`config.mk`:
```
export PLATFORM = sky130hd
export DESIGN_NAME = cwr_channel
export DESIGN_NICKNAME = d
export VERILOG_FILES = /design/src/rtl/cwr_pkg.sv /design/src/rtl/cwr_rx.sv /design/src/rtl/cwr_tx.sv /design/src/rtl/cwr_dac_sync.sv /design/src/rtl/cwr_channel.sv
export SDC_FILE = /design/constraint.sdc
export NUM_CORES = 1
export LEC_CHECK = 0
export BUFFER_PORTS_ARGS = -buffer_cell sky130_fd_sc_hd__clkbuf_2
export CAP_MARGIN = 10
export CORE_MARGIN = 3
export CORE_UTILIZATION = 60
export DETAILED_ROUTE_END_ITERATION = 16
export PLACE_DENSITY = 0.78
export SLEW_MARGIN = 10
export SYNTH_ARGS = -nofsm -noshare
export SYNTH_HDL_FRONTEND = slang
export SYNTH_SLANG_ARGS = --single-unit
export TNS_END_PERCENT = 1
```
`constraint.sdc`:
```
create_clock -name clk -period 2.3 [get_ports clk]
set_input_delay 0.46 -clock clk [delete_from_list [all_inputs] [get_ports clk]]
set_output_delay 0.46 -clock clk [all_outputs]
set_load 0.02 [all_outputs]
```
`src/rtl/cwr_pkg.sv`:
```
`timescale 1ns/1ps
package cwr_pkg;
    localparam int WORD_W  = 16;
    localparam int ADDR_W  = 3;
    localparam int SEL_W   = 3;
    localparam int DATA_W  = 8;
    localparam int NREGS   = 3;
    localparam int BIT_W   = $clog2(WORD_W);

    // register A field positions
    localparam int A_CNT_LSB = 0;
    localparam int A_MIXED   = 3;
    localparam int A_PROG    = 4;

    typedef struct packed {
        logic              is_ctl;
        logic              rdbk;
        logic [ADDR_W-1:0] addr;
        logic [SEL_W-1:0]  sel;
        logic [DATA_W-1:0] data;
    } ctl_word_t;

    function automatic logic [DATA_W-1:0] reg_reset(input int idx);
        return (idx == 0) ? DATA_W'(8'h11) : '0;
    endfunction

    function automatic ctl_word_t hop(input ctl_word_t w);
        ctl_word_t r;
        r      = w;
        r.addr = w.addr - ADDR_W'(1);
        return r;
    endfunction

    function automatic logic classify_ctl(input logic msb, input logic mixed, input logic prog);
        return mixed ? msb : prog;
    endfunction
endpackage

```
`src/rtl/cwr_rx.sv`:
```
`timescale 1ns/1ps
module cwr_rx #(
    parameter int W = 16
) (
    input  logic         clk,
    input  logic         rst,
    input  logic         ser_i,
    input  logic         fs_i,
    output logic [W-1:0] word_o,
    output logic         done_o
);
    localparam int IW = $clog2(W);

    logic [W-1:0]  sh;
    logic [IW-1:0] idx;
    logic          busy;

    always_ff @(posedge clk) begin
        if (rst) begin
            sh     <= '0;
            idx    <= '0;
            busy   <= 1'b0;
            done_o <= 1'b0;
            word_o <= '0;
        end else begin
            done_o <= 1'b0;
            if (fs_i) begin
                sh   <= {{(W-1){1'b0}}, ser_i};
                idx  <= IW'(1);
                busy <= 1'b1;
            end else if (busy) begin
                sh <= {sh[W-2:0], ser_i};
                if (idx == IW'(W-1)) begin
                    word_o <= {sh[W-2:0], ser_i};
                    done_o <= 1'b1;
                    busy   <= 1'b0;
                    idx    <= '0;
                end else begin
                    idx <= idx + IW'(1);
                end
            end
        end
    end
endmodule

```
`src/rtl/cwr_tx.sv`:
```
`timescale 1ns/1ps
module cwr_tx #(
    parameter int W = 16
) (
    input  logic         clk,
    input  logic         rst,
    input  logic         load_i,
    input  logic [W-1:0] word_i,
    output logic         ser_o,
    output logic         fs_o
);
    logic [W-1:0] sh;

    always_ff @(posedge clk) begin
        if (rst) begin
            sh   <= '0;
            fs_o <= 1'b0;
        end else if (load_i) begin
            sh   <= word_i;
            fs_o <= 1'b1;
        end else begin
            sh   <= {sh[W-2:0], 1'b0};
            fs_o <= 1'b0;
        end
    end

    assign ser_o = sh[W-1];
endmodule

```
`src/rtl/cwr_dac_sync.sv`:
```
`timescale 1ns/1ps
module cwr_dac_sync #(
    parameter int W  = 16,
    parameter int CW = 3
) (
    input  logic          clk,
    input  logic          rst,
    input  logic          tick_i,
    input  logic [W-1:0]  word_i,
    input  logic [CW-1:0] limit_i,
    output logic [W-1:0]  dac_o,
    output logic [CW-1:0] cnt_o
);
    logic [CW:0] nxt;
    logic [CW:0] lim_eff;

    always_comb begin
        nxt     = {1'b0, cnt_o} + (CW+1)'(1);
        lim_eff = (limit_i == '0) ? (CW+1)'(1) : {1'b0, limit_i};
    end

    always_ff @(posedge clk) begin
        if (rst) begin
            cnt_o <= '0;
            dac_o <= '0;
        end else if (tick_i) begin
            if (nxt >= lim_eff) begin
                dac_o <= word_i;
                cnt_o <= '0;
            end else begin
                cnt_o <= nxt[CW-1:0];
            end
        end
    end
endmodule

```
`src/rtl/cwr_channel.sv`:
```
`timescale 1ns/1ps
module cwr_channel
    import cwr_pkg::*;
(
    input  logic              clk,
    input  logic              rst,
    input  logic              ser_in,
    input  logic              fs_in,
    output logic              ser_out,
    output logic              fs_out,
    output logic [WORD_W-1:0] dac_word
);
    logic [WORD_W-1:0] rx_word;
    logic              rx_done;
    logic [DATA_W-1:0] regs [NREGS];
    logic [ADDR_W-1:0] dac_cnt;

    ctl_word_t         cw;
    logic              mixed, prog, is_ctl, is_local, do_write;
    logic              tx_load;
    logic [WORD_W-1:0] tx_word;
    logic [DATA_W-1:0] rd_data;
    ctl_word_t         rb_word;

    cwr_rx #(.W(WORD_W)) u_rx (
        .clk(clk), .rst(rst), .ser_i(ser_in), .fs_i(fs_in),
        .word_o(rx_word), .done_o(rx_done)
    );

    always_comb begin
        cw       = ctl_word_t'(rx_word);
        mixed    = regs[0][A_MIXED];
        prog     = regs[0][A_PROG];
        is_ctl   = classify_ctl(cw.is_ctl, mixed, prog);
        is_local = is_ctl && (cw.addr == '0);
        do_write = rx_done && is_local && !cw.rdbk;

        rd_data = '0;
        for (int i = 0; i < NREGS; i++) begin
            if (cw.sel == SEL_W'(i)) rd_data = regs[i];
        end

        rb_word        = cw;
        rb_word.is_ctl = 1'b1;
        rb_word.rdbk   = 1'b1;
        rb_word.addr   = '1;
        rb_word.data   = rd_data;

        tx_load = rx_done && !(is_local && !cw.rdbk);
        if (!is_ctl)       tx_word = rx_word;
        else if (is_local) tx_word = rb_word;
        else               tx_word = hop(cw);
    end

    for (genvar g = 0; g < NREGS; g++) begin : g_reg
        always_ff @(posedge clk) begin
            if (rst)
                regs[g] <= reg_reset(g);
            else if (do_write && cw.sel == SEL_W'(g))
                regs[g] <= cw.data;
        end
    end

    cwr_tx #(.W(WORD_W)) u_tx (
        .clk(clk), .rst(rst), .load_i(tx_load), .word_i(tx_word),
        .ser_o(ser_out), .fs_o(fs_out)
    );

    cwr_dac_sync #(.W(WORD_W), .CW(ADDR_W)) u_dac (
        .clk(clk), .rst(rst), .tick_i(rx_done && !is_ctl), .word_i(rx_word),
        .limit_i(regs[0][A_CNT_LSB +: ADDR_W]), .dac_o(dac_word), .cnt_o(dac_cnt)
    );
endmodule

```
# Word level (Yosys, flattened, before mapping)
# Memories as Yosys holds them, arrays and structs flattened.
# Cells that the tools add are included.
[classes]
addsub = 3
n_mul = 0
n_div = 0
n_lt_le_gt_ge = 1
eq_ne = 3
n_shift = 0
muxes = 33
bitwise_logic = 6
reduce_logical = 21
[ops]
columns = ["op", "n"]
rows = [
  ["2-to-1 mux 16 bit", 3],
  ["2-to-1 mux 8 bit", 6],
  ["2-to-1 mux 1 bit", 21],
  ["logical AND 1 bit", 9],
  ["logical NOT 3 bit", 3],
  ["2-to-1 mux 3 bit", 2],
  ["adder 3 x 1 -> 4 bit (second input constant)", 1],
  ["adder 4 x 1 -> 4 bit (second input constant)", 1],
  ["== test 4 bit (second input constant)", 1],
  [">= comparator 4 bit", 1],
  ["2-to-1 mux 4 bit", 1],
  ["OR reduction 2 bit", 2],
  ["== test 3 x 1 -> 1 bit (second input constant)", 1],
  ["== test 3 x 2 -> 1 bit (second input constant)", 1],
  ["logical NOT 1 bit", 3],
  ["NOT 1 bit", 3],
  ["OR 1 bit", 3],
  ["AND reduction 3 bit", 1],
  ["OR reduction 3 bit", 1],
  ["subtractor 3 x 1 -> 3 bit (second input constant)", 1],
  ["AND reduction 2 bit", 1],
  ["nonzero test 2 bit", 1],
]
[word_totals]
register_bits = 73
latch_bits = 0
ram_bits = 24
rom_bits = 0
input_bits = 4
out_inout_bits = 18
word_cells = 80
memories = 1
[mem_list]
columns = ["name", "words", "word_bits", "read_ports", "rd_clocked_by_memory_dff", "write_ports", "line", "rtl"]
rows = [
  ["regs", 3, 8, 3, 0, 3, "cwr_channel.sv:15", "logic [DATA_W-1:0] regs [NREGS];"],
]

# Longest topological paths before layout
# Gate-level depths: netlist of run 1.
# An unclocked memory read counts as a cell.
[depth]
word_depth = 10
ltp_mapped = 8

# Hierarchy
# Synthesis of run 1 repeated with hierarchy kept, for this count alone.
[hier_totals]
cells_unflattened = 428
area_unflattened_um2 = 4524.3
[by_module_without_submodules]
columns = ["mod", "instances", "cells_each", "area_each_um2", "seq_area_each_um2"]
rows = [
  ["cwr_rx", 1, 150, 1498.9, 740.7],
  ["cwr_channel", 1, 123, 1437.6, 720.7],
  ["cwr_dac_sync", 1, 103, 989.7, 380.4],
  ["cwr_tx", 1, 52, 598.1, 340.3],
]

# Least setup slack after synthesis of run 1
# OpenSTA, ideal clock, no wires.
[synth_path]
path_type = "flip-flop to flip-flop"
start = "reg u_dac.cnt_o[0]"
end = "reg u_dac.dac_o[10]"
setup_time_ns = 0.119
arrival_ns = 1.839
setup_slack_ns = 0.341
stages_incl_launch_ff = 9
path_buffers = 1
synth_period_minus_slack_ns = 1.959
cell_sequence = "dfxtp_1 ha_1 xor2_1 ha_1 a21o_1 a31oi_1 a21oi_4 buf_6 mux2i_1"
[synth_via]
elab_chain_len = 3
[synth_rtl]
columns = ["element", "line", "rtl"]
rows = [
  ["start, declared", "cwr_dac_sync.sv:12", "output logic [CW-1:0] cnt_o"],
  ["start signal, assigned", "cwr_dac_sync.sv:31", "cnt_o <= nxt[CW-1:0];"],
  ["adder 3 x 1 -> 4 bit", "cwr_dac_sync.sv:18", "nxt = {1'b0, cnt_o} + (CW+1)'(1);"],
  [">= comparator 4 bit", "cwr_dac_sync.sv:27", "if (nxt >= lim_eff) begin"],
  ["AND reduction 2 bit (no line)", "-", ""],
  ["end signal, assigned", "cwr_dac_sync.sv:28", "dac_o <= word_i;"],
  ["end, declared", "cwr_dac_sync.sv:11", "output logic [W-1:0] dac_o,"],
]
# No other way between the ends.
# A chain may end at the register's enable or synchronous reset.

# Worst setup path in the final report of run 1
# Ends and elaborated chain as after synthesis.

==> results of run 1 <==
-- power by group --
group / total (mW) / switching [mW] / internal, mW
registers: 1.77 / 0.00920 / 1.76
clock network: 1.05 / 0.553 / 0.493
logic: 0.0965 / 0.0598 / 0.0367
-- cells in the mapped netlist (2+ instances only) --
library cell  count
edfxtp_1         24
a221oi_1          7
o2bb2ai_1         7
nand3_1           3
dfxtp_1          73
nor2_1           38
nor2b_1           3
buf_2             6
nor3_1            9
or2_2             2
ha_1              7
nor4_4            2
buf_4             3
and2_1           23
clkbuf_1         17
nand2_1          47
nand2b_1         38
mux2i_1          41
a31oi_1           2
a21oi_1          25
o21ai_0           3
inv_1             5
a31o_2            3
xor2_1            3
o22ai_1           3
-- state kept, by name (all words and copies together) (netlist names) --
name and count:
u_rx.busy 1, u_rx.idx 4, u_dac.dac_o 16, u_dac.cnt_o 3, u_rx.done_o 1, u_tx.sh 16, regs 24, u_rx.word_o 16
u_tx.fs_o 1, u_rx.sh 15
-- layout make-up --
| class | instances | area (um2) | area share [%] |
|---|---|---|---|
| inverter | 5 | 18.8 | 0.414 |
| multi-input combinational | 285 | 1850 | 40.9 |
| timing repair buffer | 31 | 180 | 3.97 |
| clock buffer | 15 | 178 | 3.92 |
| clock inverter | 1 | 8.76 | 0.193 |
| sequential | 97 | 2180 | 48.1 |
| tap | 93 | 116 | 2.56 |
-- cell families (layout without fill, tap and decap cells) --
family	after synthesis	after routing	share of synthesized area [%]
AND/OR/NAND/NOR	172	172	21.6
flip-flops	97	97	52.2
AO/OA/AOI/OAI	61	61	9.99
multiplexers	41	41	9.81
buffers and inverters	32	52	3.50
adder cells (fa/ha/maj)	7	7	2.09
XOR/XNOR	4	4	0.838
-- how the worst max path moves through the flow --
| stage | startpoint | endpoint | cells past startpoint |
|---|---|---|---|
| 6_report | u_dac.cnt_o[0] | u_dac.dac_o[10] | 7 |
| 5_1_grt | u_dac.cnt_o[0] | u_dac.dac_o[8] | 7 |
| 4_1_cts | u_dac.cnt_o[0] | u_dac.dac_o[13] | 7 |
| 3_5_place_dp | u_dac.cnt_o[0] | u_dac.dac_o[10] | 7 |
| 3_3_place_gp | u_dac.cnt_o[0] | u_dac.dac_o[3] | 7 |
| 2_1_floorplan | u_dac.cnt_o[0] | u_dac.dac_o[10] | 8 |
-- per-layer routing --
layer	vias to the layer above	track usage, %	wire, um	share of wire [%]
met5	-	0	0	0
met4	0	8.39	148	1.9
met3	12	4.42	235	3.0
met2	39	34.2	3620	47
met1	1350	30.0	3700	48
li1	1450	-	-	-
-- stage by stage --
stage,setup slack [ns],instances,total power [mW],util [%]
after global routing,0.00946,527,3.01,69.1
final,0.132,527,2.91,69.1
after detailed placement,0.128,511,1.91,66.3
after global placement,0.208,511,1.90,66.3
after floorplan,0.341,414,1.88,-
after CTS,0.122,527,2.92,69.1
-- cell usage in the layout (no fill, tap or decap), drive strengths merged, types with 2 or more instances in the layout --
master and n:
ha 7, clkbuf 36, mux2i 41, o21ai 4, or2 3, nand2b 38, nand2 47, edfxtp 24
nor3 9, o2bb2ai 7, nand3 3, and2 23, a31o 3, or3 2, nor2 38, inv 5
nor2b 3, dfxtp 73, xor2 3, nor4 2, a221oi 7, o22ai 3, buf 10, a31oi 2
a21oi 26
-- worst max-delay path, stage by stage, from the launching register on --
cell     delay [ns]
dfxtp_1        0.36
ha_1           0.23
xor2_1         0.14
ha_1           0.29
a21o_1         0.11
a31oi_1        0.08
a21oi_4        0.61
mux2i_1        0.26
==> impl_metrics.prom, run 1 <==
# TYPE chip_impl_metric gauge
chip_impl_metric{name="initial_core_utilization",unit="%"} 63.7
chip_impl_metric{name="routed_wirelength",unit="um"} 7710
chip_impl_metric{name="max-cap-violations",unit=""} 0
chip_impl_metric{name="yosys_top_cell_area_share",unit="%"} 34.9
chip_impl_metric{name="seq_area_frac_synth",unit="%"} 52.2
chip_impl_info{name="worstHoldPathType",value="in2reg"} 1
chip_impl_metric{name="dieArea",unit="um2"} 8010
chip_impl_metric{name="drt.antenna.violating_nets",unit=""} 0
chip_impl_metric{name="synthesis.instances",unit=""} 414
chip_impl_metric{name="synth_seq_cells",unit=""} 97
chip_impl_metric{name="die_w",unit="um"} 89.5
chip_impl_metric{name="ys_async_sr_fraction",unit="%"} 0
chip_impl_metric{name="worst-r2r-cell-count",unit=""} 7
chip_impl_metric{name="area_growth_from_synthesis_to_layout",unit="%"} 8.50
chip_impl_metric{name="cts-buffers-inserted",unit=""} 9
chip_impl_metric{name="die_height",unit="um"} 89.5
chip_impl_info{name="critical_path_sink_type",value="register"} 1
chip_impl_metric{name="average_wire_per_standard_cell",unit="um"} 14.6
chip_impl_metric{name="timing.final.max_slew_violations",unit=""} 0
chip_impl_metric{name="pwr_density_cell",unit="nW/um2"} 642
chip_impl_info{name="clock_tree_from_tritoncts",value="yes"} 1
chip_impl_metric{name="detailroute.via_count",unit=""} 2851
chip_impl_metric{name="leakagePower",unit="nW"} 1.58
chip_impl_metric{name="ir_worst_vdd",unit="V"} 0.000460
chip_impl_metric{name="number_of_antenna_violations_at_the_first_check_in_global_routing",unit=""} 0
chip_impl_metric{name="placedInstanceArea",unit="um2"} 4350
chip_impl_metric{name="nets",unit=""} 440
chip_impl_info{name="min-delay-start",value="ser_in"} 1
chip_impl_metric{name="grt_first_pass_wirelength",unit="um"} 13200
chip_impl_metric{name="share_of_layout_cells_above_drive_strength_1",unit="%"} 12.4
chip_impl_metric{name="timing_hold_violations_final",unit=""} 0
chip_impl_metric{name="ctsHtreeMaxLevel",unit=""} 3
chip_impl_metric{name="fin_crit_sh",unit="%"} 94.3
chip_impl_metric{name="worst_ep_required_time",unit="ns"} 2.60
chip_impl_metric{name="final_area",unit="um2"} 4540
chip_impl_info{name="cts_root_buffer",value="clkbuf_8"} 1
chip_impl_info{name="synth_top_flop_cell",value="dfxtp_1"} 1
chip_impl_info{name="ws_path_type",value="reg2reg"} 1
chip_impl_info{name="worstHoldEndpoint",value="u_rx.sh[0]"} 1
chip_impl_metric{name="core-area",unit="um2"} 6570
chip_impl_metric{name="maxClockFrequency",unit="MHz"} 461
chip_impl_metric{name="syn_area",unit="um2"} 4180
chip_impl_metric{name="cp_max_fo",unit=""} 17
chip_impl_metric{name="grt_util_all_layers",unit="%"} 21.9
chip_impl_metric{name="remaining_drc_errors",unit=""} 0
chip_impl_metric{name="clk_pin_slew",unit="ns"} 0.08
chip_impl_metric{name="clockBufferDepth",unit=""} 2
chip_impl_metric{name="filler_cell_count",unit=""} 505
chip_impl_metric{name="routed_via_density",unit=""} 5.41
chip_impl_info{name="rsz0062_at_grt",value="false"} 1
chip_impl_info{name="rr_startpoint",value="u_dac.cnt_o[0]"} 1
chip_impl_metric{name="vias_in_the_first_global_route",unit=""} 2781
chip_impl_metric{name="fin_hold_ws",unit="ns"} 0.346
chip_impl_metric{name="postSynthAreaPerCell",unit="um2"} 10.1
chip_impl_metric{name="global_route.overflow_total",unit=""} 0
chip_impl_metric{name="floorplan.io_pins",unit=""} 22
chip_impl_metric{name="clock_sink_count",unit=""} 97
chip_impl_info{name="synth_largest_area_cell",value="dfxtp_1"} 1
chip_impl_metric{name="holdBufCountCts",unit=""} 0
chip_impl_metric{name="post-cts-setup-buffer-count",unit=""} 0
chip_impl_metric{name="ctsResizeCount",unit=""} 0
chip_impl_info{name="status",value="finished clean"} 1
chip_impl_metric{name="data_arrival_time_of_the_critical_path",unit="ns"} 2.47
chip_impl_metric{name="grt_start_max_net_pins",unit=""} 35
chip_impl_metric{name="fin_crit",unit="ns"} 2.17
chip_impl_metric{name="r2r_slack",unit="ns"} 0.13
chip_impl_metric{name="num_antenna_cells",unit=""} 0
chip_impl_metric{name="hold_path_depth",unit=""} 3
chip_impl_metric{name="netlist-cell-type-count",unit=""} 45
chip_impl_metric{name="rows",unit=""} 29
chip_impl_metric{name="setup_tns",unit="ns"} 0
chip_impl_metric{name="number_of_buffers_added_on_ports",unit=""} 21
chip_impl_metric{name="synth_enable_flop_cells",unit=""} 24
chip_impl_info{name="timing.critical_path.from_type",value="register"} 1
chip_impl_metric{name="clkLatencyLatePin",unit="ns"} 0.37
chip_impl_metric{name="largest_clock_skew_in_the_final_design",unit="ns"} 0.0101
chip_impl_info{name="worstReg2RegEnd",value="u_dac.dac_o[10]"} 1
chip_impl_metric{name="dp_hpwl",unit="um"} 5460
chip_impl_metric{name="gpl.final_weighted_congestion",unit=""} 0.811
chip_impl_metric{name="firstDrtPassIters",unit=""} 4
chip_impl_metric{name="postSynthNetCount",unit=""} 425
chip_impl_metric{name="timing.slew.headroom",unit="%"} 54.0
chip_impl_info{name="synth.area.top_cells",value="dfxtp_1 (35%), edfxtp_1 (17%), mux2i_1 (9.8%)"} 1
chip_impl_metric{name="timing_worst_slew_pin_value",unit="ns"} 0.688
chip_impl_metric{name="yosysWarnings",unit=""} 0
chip_impl_metric{name="detail_route.iter0.violations",unit=""} 193
chip_impl_metric{name="finalSetupViolCount",unit=""} 0
Note: power is estimated with default switching activity, not from simulation.
==> run 2: changes to the inputs <==
==> constraint.sdc (replaced) <==
create_clock -name clk -period 2.2 [get_ports clk]
set_input_delay 0.44 -clock clk [delete_from_list [all_inputs] [get_ports clk]]
set_output_delay 0.44 -clock clk [all_outputs]
set_load 0.02 [all_outputs]
==> run 2 against run 1 <==
  * Register-to-register slack got worse by 0.07 ns
  * Fmax increased by 1.6%
  * Combinational power increased by 8%
  * Setup slack got worse by 0.065 ns
  * Non-clock buffer count unchanged
  * Critical path depth unchanged
  * First-iteration DRC count decreased by 27%
  * Largest power group unchanged
==> impl_metrics.prom, run 2 (synthesis results as in run 1) <==
# TYPE chip_impl_metric gauge
chip_impl_metric{name="gpl.final_weighted_congestion",unit=""} 0.822
chip_impl_metric{name="share_of_layout_cells_above_drive_strength_1",unit="%"} 13.8
chip_impl_metric{name="grt_start_max_net_pins",unit=""} 37
chip_impl_metric{name="largest_register_ff_count",unit=""} 24
chip_impl_metric{name="critPathMaxStageDelay",unit="ns"} 0.41
chip_impl_info{name="worst_path_most_repeated_cell",value="ha_1"} 1
chip_impl_metric{name="cp_max_fo",unit=""} 5
chip_impl_metric{name="rows",unit=""} 29
chip_impl_metric{name="grt_util_all_layers",unit="%"} 20.8
chip_impl_metric{name="clock_sink_count",unit=""} 97
chip_impl_metric{name="clk_pin_slew",unit="ns"} 0.09
chip_impl_info{name="cpLargestDelayFamily",value="compound AO/OA/AOI/OAI gates"} 1
chip_impl_metric{name="timing.slew.headroom",unit="%"} 52.8
chip_impl_metric{name="timing_hold_violations_final",unit=""} 0
chip_impl_info{name="ws_path_type",value="reg2reg"} 1
chip_impl_metric{name="detailroute.via_count",unit=""} 2892
chip_impl_metric{name="maxClockFrequency",unit="MHz"} 469
chip_impl_metric{name="cp_num_buf_inv",unit=""} 0
chip_impl_info{name="worstHoldPathType",value="in2reg"} 1
chip_impl_metric{name="fin_crit",unit="ns"} 2.13
chip_impl_metric{name="finalSetupViolCount",unit=""} 0
chip_impl_metric{name="filler_cell_count",unit=""} 503
chip_impl_metric{name="hold_path_depth",unit=""} 3
chip_impl_metric{name="area_growth_from_synthesis_to_layout",unit="%"} 10.0
chip_impl_info{name="min-delay-start",value="ser_in"} 1
chip_impl_metric{name="grt_first_pass_wirelength",unit="um"} 12700
chip_impl_metric{name="initial_core_utilization",unit="%"} 63.7
chip_impl_metric{name="drt.antenna.violating_nets",unit=""} 0
chip_impl_metric{name="total_power",unit="mW"} 3.19
chip_impl_metric{name="worst-r2r-cell-count",unit=""} 7
chip_impl_metric{name="cts-buffers-inserted",unit=""} 9
chip_impl_metric{name="firstDrtPassIters",unit=""} 4
chip_impl_metric{name="die_height",unit="um"} 89.5
chip_impl_metric{name="regArea",unit="um2"} 2180
chip_impl_metric{name="timing.final.max_slew_violations",unit=""} 0
chip_impl_info{name="largest_register",value="regs"} 1
chip_impl_metric{name="multiInputGateArea",unit="um2"} 1890
chip_impl_info{name="timing.critical_path.cells",value="ha_1 -> xor2_1 -> ha_1 -> a21o_1 -> a31oi_4 -> or3b_1 -> a21oi_1"} 1
chip_impl_metric{name="holdBufCountCts",unit=""} 0
chip_impl_metric{name="remaining_drc_errors",unit=""} 0
chip_impl_metric{name="average_wire_per_standard_cell",unit="um"} 14.8
chip_impl_metric{name="routed_via_density",unit=""} 5.48
chip_impl_metric{name="data_arrival_time_of_the_critical_path",unit="ns"} 2.43
chip_impl_metric{name="ir_worst_vdd",unit="V"} 0.000480
chip_impl_metric{name="pwr_density_cell",unit="nW/um2"} 694
chip_impl_info{name="rr_startpoint",value="u_dac.cnt_o[0]"} 1
chip_impl_info{name="critical_path_sink_type",value="register"} 1
chip_impl_metric{name="timing_worst_slew_pin_value",unit="ns"} 0.707
chip_impl_metric{name="detail_route.iter0.violations",unit=""} 141
chip_impl_metric{name="max-cap-violations",unit=""} 0
chip_impl_info{name="timing.critical_path.from_type",value="register"} 1
chip_impl_metric{name="core-area",unit="um2"} 6570
chip_impl_metric{name="worst_ep_required_time",unit="ns"} 2.50
chip_impl_metric{name="leakagePower",unit="nW"} 1.60
chip_impl_info{name="worstHoldEndpoint",value="u_rx.word_o[0]"} 1
chip_impl_metric{name="num_antenna_cells",unit=""} 0
chip_impl_metric{name="ctsHtreeMaxLevel",unit=""} 3
chip_impl_info{name="rsz0062_at_grt",value="true"} 1
chip_impl_metric{name="preCtsSetupSlack",unit="ns"} 0.0239
chip_impl_info{name="status",value="finished clean"} 1
chip_impl_metric{name="global_route.overflow_total",unit=""} 0
chip_impl_metric{name="largest_clock_skew_in_the_final_design",unit="ns"} 0.0123
chip_impl_metric{name="fin_crit_sh",unit="%"} 97.0
chip_impl_metric{name="dp_hpwl",unit="um"} 5460
chip_impl_metric{name="floorplan.io_pins",unit=""} 22
chip_impl_metric{name="clkLatencyLatePin",unit="ns"} 0.36
chip_impl_metric{name="r2r_slack",unit="ns"} 0.07
chip_impl_info{name="layout_commonest_cell",value="dfxtp_1"} 1
chip_impl_metric{name="routed_wirelength",unit="um"} 7810
chip_impl_metric{name="number_of_buffers_added_on_ports",unit=""} 21
chip_impl_info{name="cts_root_buffer",value="clkbuf_8"} 1
chip_impl_info{name="worstReg2RegEnd",value="u_dac.cnt_o[0]"} 1
chip_impl_info{name="layout_common_cells",value="dfxtp_1 (73), nand2_1 (47), mux2i_1 (41), nand2b_1 (38), nor2_1 (38)"} 1
chip_impl_metric{name="vias_in_the_first_global_route",unit=""} 2668
chip_impl_info{name="clock_tree_from_tritoncts",value="yes"} 1
chip_impl_metric{name="die_w",unit="um"} 89.5
chip_impl_metric{name="dieArea",unit="um2"} 8010
chip_impl_info{name="crit_path_top_delay_cell",value="dfxtp_1"} 1
chip_impl_metric{name="fin_ws",unit="ns"} 0.0668
chip_impl_metric{name="clockBufferDepth",unit=""} 2
chip_impl_metric{name="number_of_antenna_violations_at_the_first_check_in_global_routing",unit=""} 0
chip_impl_metric{name="nets",unit=""} 441
-- run 2: worst reg2reg max path, delay by kind of cell (launching register included) --
| kind | cells | cell delay, ns |
|---|---|---|
| AO/OA/AOI/OAI | 3 | 0.59 |
| adder cells (fa/ha/maj) | 2 | 0.52 |
| flip-flops | 1 | 0.41 |
| XOR/XNOR | 1 | 0.16 |
| AND/OR/NAND/NOR | 1 | 0.39 |
-- run 2: cell type report --
class | count | area share, %
Tap cell | 93 | 2.53
Clock buffer | 9 | 2.69
Timing Repair Buffer | 31 | 3.92
Sequential cell | 97 | 47.4
Inverter | 5 | 0.408
Clock inverter | 7 | 2.07
Multi-Input combinational cell | 286 | 41.0
-- run 2: layer usage --
metal	track usage, %	part of all wire, %
met1	27.6	47
met4	8.93	1.3
met3	2.76	3.6
met5	0	0
met2	34.0	48
-- run 2: timing repair --
item,4_1_cts,5_1_grt
resized for setup,0,3
setup buffers,0,0
endpoints found under the setup margin,0,18
endpoints found under the hold margin,0,0
-- run 2: worst max path at each step --
stage	from	to	slack, ns	cells after the start
2_1_floorplan	u_dac.cnt_o[0]	u_dac.dac_o[10]	0.24	8
3_3_place_gp	u_dac.cnt_o[0]	u_dac.dac_o[2]	0.13	7
3_5_place_dp	u_dac.cnt_o[0]	u_dac.dac_o[12]	0.02	7
4_1_cts	u_dac.cnt_o[0]	u_dac.dac_o[12]	0.006	7
5_1_grt	u_dac.cnt_o[0]	u_dac.cnt_o[0]	-0.04	7
6_report	u_dac.cnt_o[0]	u_dac.cnt_o[0]	0.07	7
-- run 2: power by group --
part	switching [mW]	internal (mW)
sequential	0.00993	1.84
combinational	0.0642	0.0397
clock	0.602	0.640
-- run 2: stage by stage --
| step | area [um2] | cells | hold slack [ns] | util [%] | setup TNS, ns |
|---|---|---|---|---|---|
| after floorplan | 4180 | 414 | 0.417 | - | 0 |
| after global placement | 4350 | 511 | 0.428 | 66.3 | 0 |
| after detailed placement | 4350 | 511 | 0.425 | 66.3 | 0 |
| after CTS | 4570 | 527 | 0.339 | 69.6 | 0 |
| after global routing | 4600 | 528 | 0.359 | 70.1 | -0.0406 |
| final | 4600 | 528 | 0.353 | 70.1 | 0 |
==> run 3: changes to the inputs <==
--- a/config.mk
+++ b/config.mk
@@ -7,7 +7,6 @@
 export LEC_CHECK = 0
 export BUFFER_PORTS_ARGS = -buffer_cell sky130_fd_sc_hd__clkbuf_2
 export CAP_MARGIN = 10
-export CORE_MARGIN = 3
 export CORE_UTILIZATION = 60
 export DETAILED_ROUTE_END_ITERATION = 16
 export PLACE_DENSITY = 0.78
==> run 3 against run 2 <==
  * Final area fell by 0.35%
  * Utilization decreased by 2.2 points
  * Clock power decreased by 10%
  * Sequential power about the same
  * Global-route usage up 2.2 points
  * Via count decreased by 0.24%
  * Sequential cell count unchanged
  * Clock skew shrank 0.0049 ns
  * Non-clock buffer count up 5
==> impl_metrics.prom, run 3 (synthesis results as in run 1) <==
# TYPE chip_impl_metric gauge
chip_impl_info{name="status",value="finished clean"} 1
chip_impl_metric{name="core-area",unit="um2"} 6760
chip_impl_metric{name="filler_cell_count",unit=""} 537
chip_impl_metric{name="rows",unit=""} 30
chip_impl_metric{name="maxClockFrequency",unit="MHz"} 481
chip_impl_metric{name="timing.final.max_slew_violations",unit=""} 0
chip_impl_metric{name="dp_hpwl",unit="um"} 5480
chip_impl_metric{name="clockBufferDepth",unit=""} 2
chip_impl_metric{name="largest_clock_skew_in_the_final_design",unit="ns"} 0.00741
chip_impl_metric{name="area_growth_from_synthesis_to_layout",unit="%"} 9.63
chip_impl_metric{name="gpl.final_weighted_congestion",unit=""} 0.834
chip_impl_metric{name="detailroute.via_count",unit=""} 2885
chip_impl_metric{name="drt.antenna.violating_nets",unit=""} 0
chip_impl_metric{name="clkLatencyLatePin",unit="ns"} 0.35
chip_impl_metric{name="clk_pin_slew",unit="ns"} 0.08
chip_impl_metric{name="regArea",unit="um2"} 2180
chip_impl_metric{name="finalSetupViolCount",unit=""} 0
chip_impl_metric{name="dieArea",unit="um2"} 7310
chip_impl_metric{name="max-cap-violations",unit=""} 0
chip_impl_metric{name="grt_start_max_net_pins",unit=""} 39
chip_impl_metric{name="timing_worst_slew_pin_value",unit="ns"} 0.603
chip_impl_metric{name="holdBufCountCts",unit=""} 0
chip_impl_metric{name="number_of_antenna_violations_at_the_first_check_in_global_routing",unit=""} 0
chip_impl_metric{name="data_arrival_time_of_the_critical_path",unit="ns"} 2.37
chip_impl_info{name="layout_commonest_cell",value="dfxtp_1"} 1
chip_impl_metric{name="clock_sink_count",unit=""} 97
chip_impl_metric{name="vias_in_the_first_global_route",unit=""} 2752
chip_impl_metric{name="grt_util_all_layers",unit="%"} 23.0
chip_impl_metric{name="remaining_drc_errors",unit=""} 0
chip_impl_metric{name="pwr_density_cell",unit="nW/um2"} 668
chip_impl_metric{name="grt_first_pass_wirelength",unit="um"} 12900
chip_impl_metric{name="routed_via_density",unit=""} 5.56
chip_impl_metric{name="largest_register_ff_count",unit=""} 24
chip_impl_metric{name="hold_path_depth",unit=""} 3
chip_impl_metric{name="cp_max_fo",unit=""} 5
chip_impl_metric{name="die_height",unit="um"} 85.5
chip_impl_metric{name="floorplan.io_pins",unit=""} 22
chip_impl_metric{name="timing_hold_violations_final",unit=""} 0
chip_impl_metric{name="fin_crit",unit="ns"} 2.08
chip_impl_metric{name="ir_worst_vdd",unit="V"} 0.000425
chip_impl_metric{name="initial_core_utilization",unit="%"} 61.9
chip_impl_metric{name="firstDrtPassIters",unit=""} 4
chip_impl_info{name="critical_path_sink_type",value="register"} 1
chip_impl_metric{name="worst-r2r-cell-count",unit=""} 7
chip_impl_info{name="largest_register",value="regs"} 1
chip_impl_metric{name="die_w",unit="um"} 85.5
chip_impl_info{name="worstHoldPathType",value="in2reg"} 1
chip_impl_metric{name="worst_ep_required_time",unit="ns"} 2.49
chip_impl_metric{name="average_wire_per_standard_cell",unit="um"} 15.2
chip_impl_metric{name="global_route.overflow_total",unit=""} 0
chip_impl_metric{name="detail_route.iter0.violations",unit=""} 183
chip_impl_metric{name="timing.slew.headroom",unit="%"} 59.6
chip_impl_info{name="clock_tree_from_tritoncts",value="yes"} 1
chip_impl_metric{name="nets",unit=""} 445
chip_impl_info{name="layout_common_cells",value="dfxtp_1 (73), nand2_1 (47), mux2i_1 (41), nand2b_1 (38), nor2_1 (38)"} 1
chip_impl_metric{name="leakagePower",unit="nW"} 1.62
chip_impl_metric{name="fin_crit_sh",unit="%"} 94.4
chip_impl_metric{name="num_antenna_cells",unit=""} 0
chip_impl_info{name="rsz0062_at_grt",value="false"} 1
chip_impl_info{name="ws_path_type",value="reg2reg"} 1
chip_impl_metric{name="routed_wirelength",unit="um"} 7880
chip_impl_metric{name="fin_hold_ws",unit="ns"} 0.349
chip_impl_info{name="timing.critical_path.from_type",value="register"} 1
chip_impl_metric{name="multiInputGateArea",unit="um2"} 1870
chip_impl_info{name="cts_root_buffer",value="clkbuf_8"} 1
chip_impl_metric{name="share_of_layout_cells_above_drive_strength_1",unit="%"} 14.1
chip_impl_metric{name="ctsHtreeMaxLevel",unit=""} 3
chip_impl_metric{name="cts-buffers-inserted",unit=""} 9
chip_impl_metric{name="fin_ws",unit="ns"} 0.123
chip_impl_metric{name="number_of_buffers_added_on_ports",unit=""} 21
chip_impl_metric{name="preCtsSetupSlack",unit="ns"} -0.0250
run 3: worst max-delay path: stages, from the launching register on:
cell	delay, ns
dfxtp_1	0.41
ha_1	0.21
xor2_1	0.18
ha_1	0.28
a21o_1	0.17
a31oi_2	0.24
or3b_1	0.39
a21oi_1	0.12
run 3: stage by stage:
stage | TNS [ns] | cells | util (%) | instance area [um2] | power (mW)
floorplan | 0 | 414 | - | 4180 | 1.97
global placement | 0 | 501 | 64.5 | 4360 | 1.99
detailed placement | -0.273 | 501 | 64.5 | 4360 | 1.99
CTS | 0 | 517 | 67.4 | 4550 | 3.09
global route | 0 | 519 | 67.9 | 4590 | 3.17
finish | 0 | 519 | 67.9 | 4590 | 3.06
run 3: layout make-up:
cell class | instances | area share, %
clock buffers | 13 | 3.25
clock inverters | 3 | 0.873
inverters | 5 | 0.409
multi-input cells | 285 | 40.7
flip-flops and latches | 97 | 47.6
well taps | 80 | 2.18
repair buffers | 36 | 5.02
run 3: final timing paths:
check,startpoint,endpoint,slack [ns]
worst max-delay path,u_dac.cnt_o[0],u_dac.cnt_o[0],0.12
worst min-delay path,ser_in,u_rx.sh[0],0.35
worst max register to register,u_dac.cnt_o[0],u_dac.cnt_o[0],0.12
worst min register to register,u_tx.sh[8],u_tx.sh[9],0.44
run 3: metal layers:
metal	track usage, %	vias to the layer above	wire [um]
met1	30.9	1365	3730
met3	3.37	12	301
met4	11.2	0	121
met2	36.7	52	3730
li1	-	1456	-
met5	0	-	0
run 3: power breakdown:
group	internal, mW	switching (mW)	leakage (nW)	total, mW
Sequential	1.84	0.00897	0.830	1.85
Clock	0.555	0.558	0.0974	1.11
Combinational	0.0384	0.0632	0.693	0.102
run 3: what timing repair did:
item | in CTS | in global routing
setup buffers | 0 | 2
pin swaps | 0 | 1
resized for setup | 1 | 1
endpoints found under the setup margin | 16 | 18
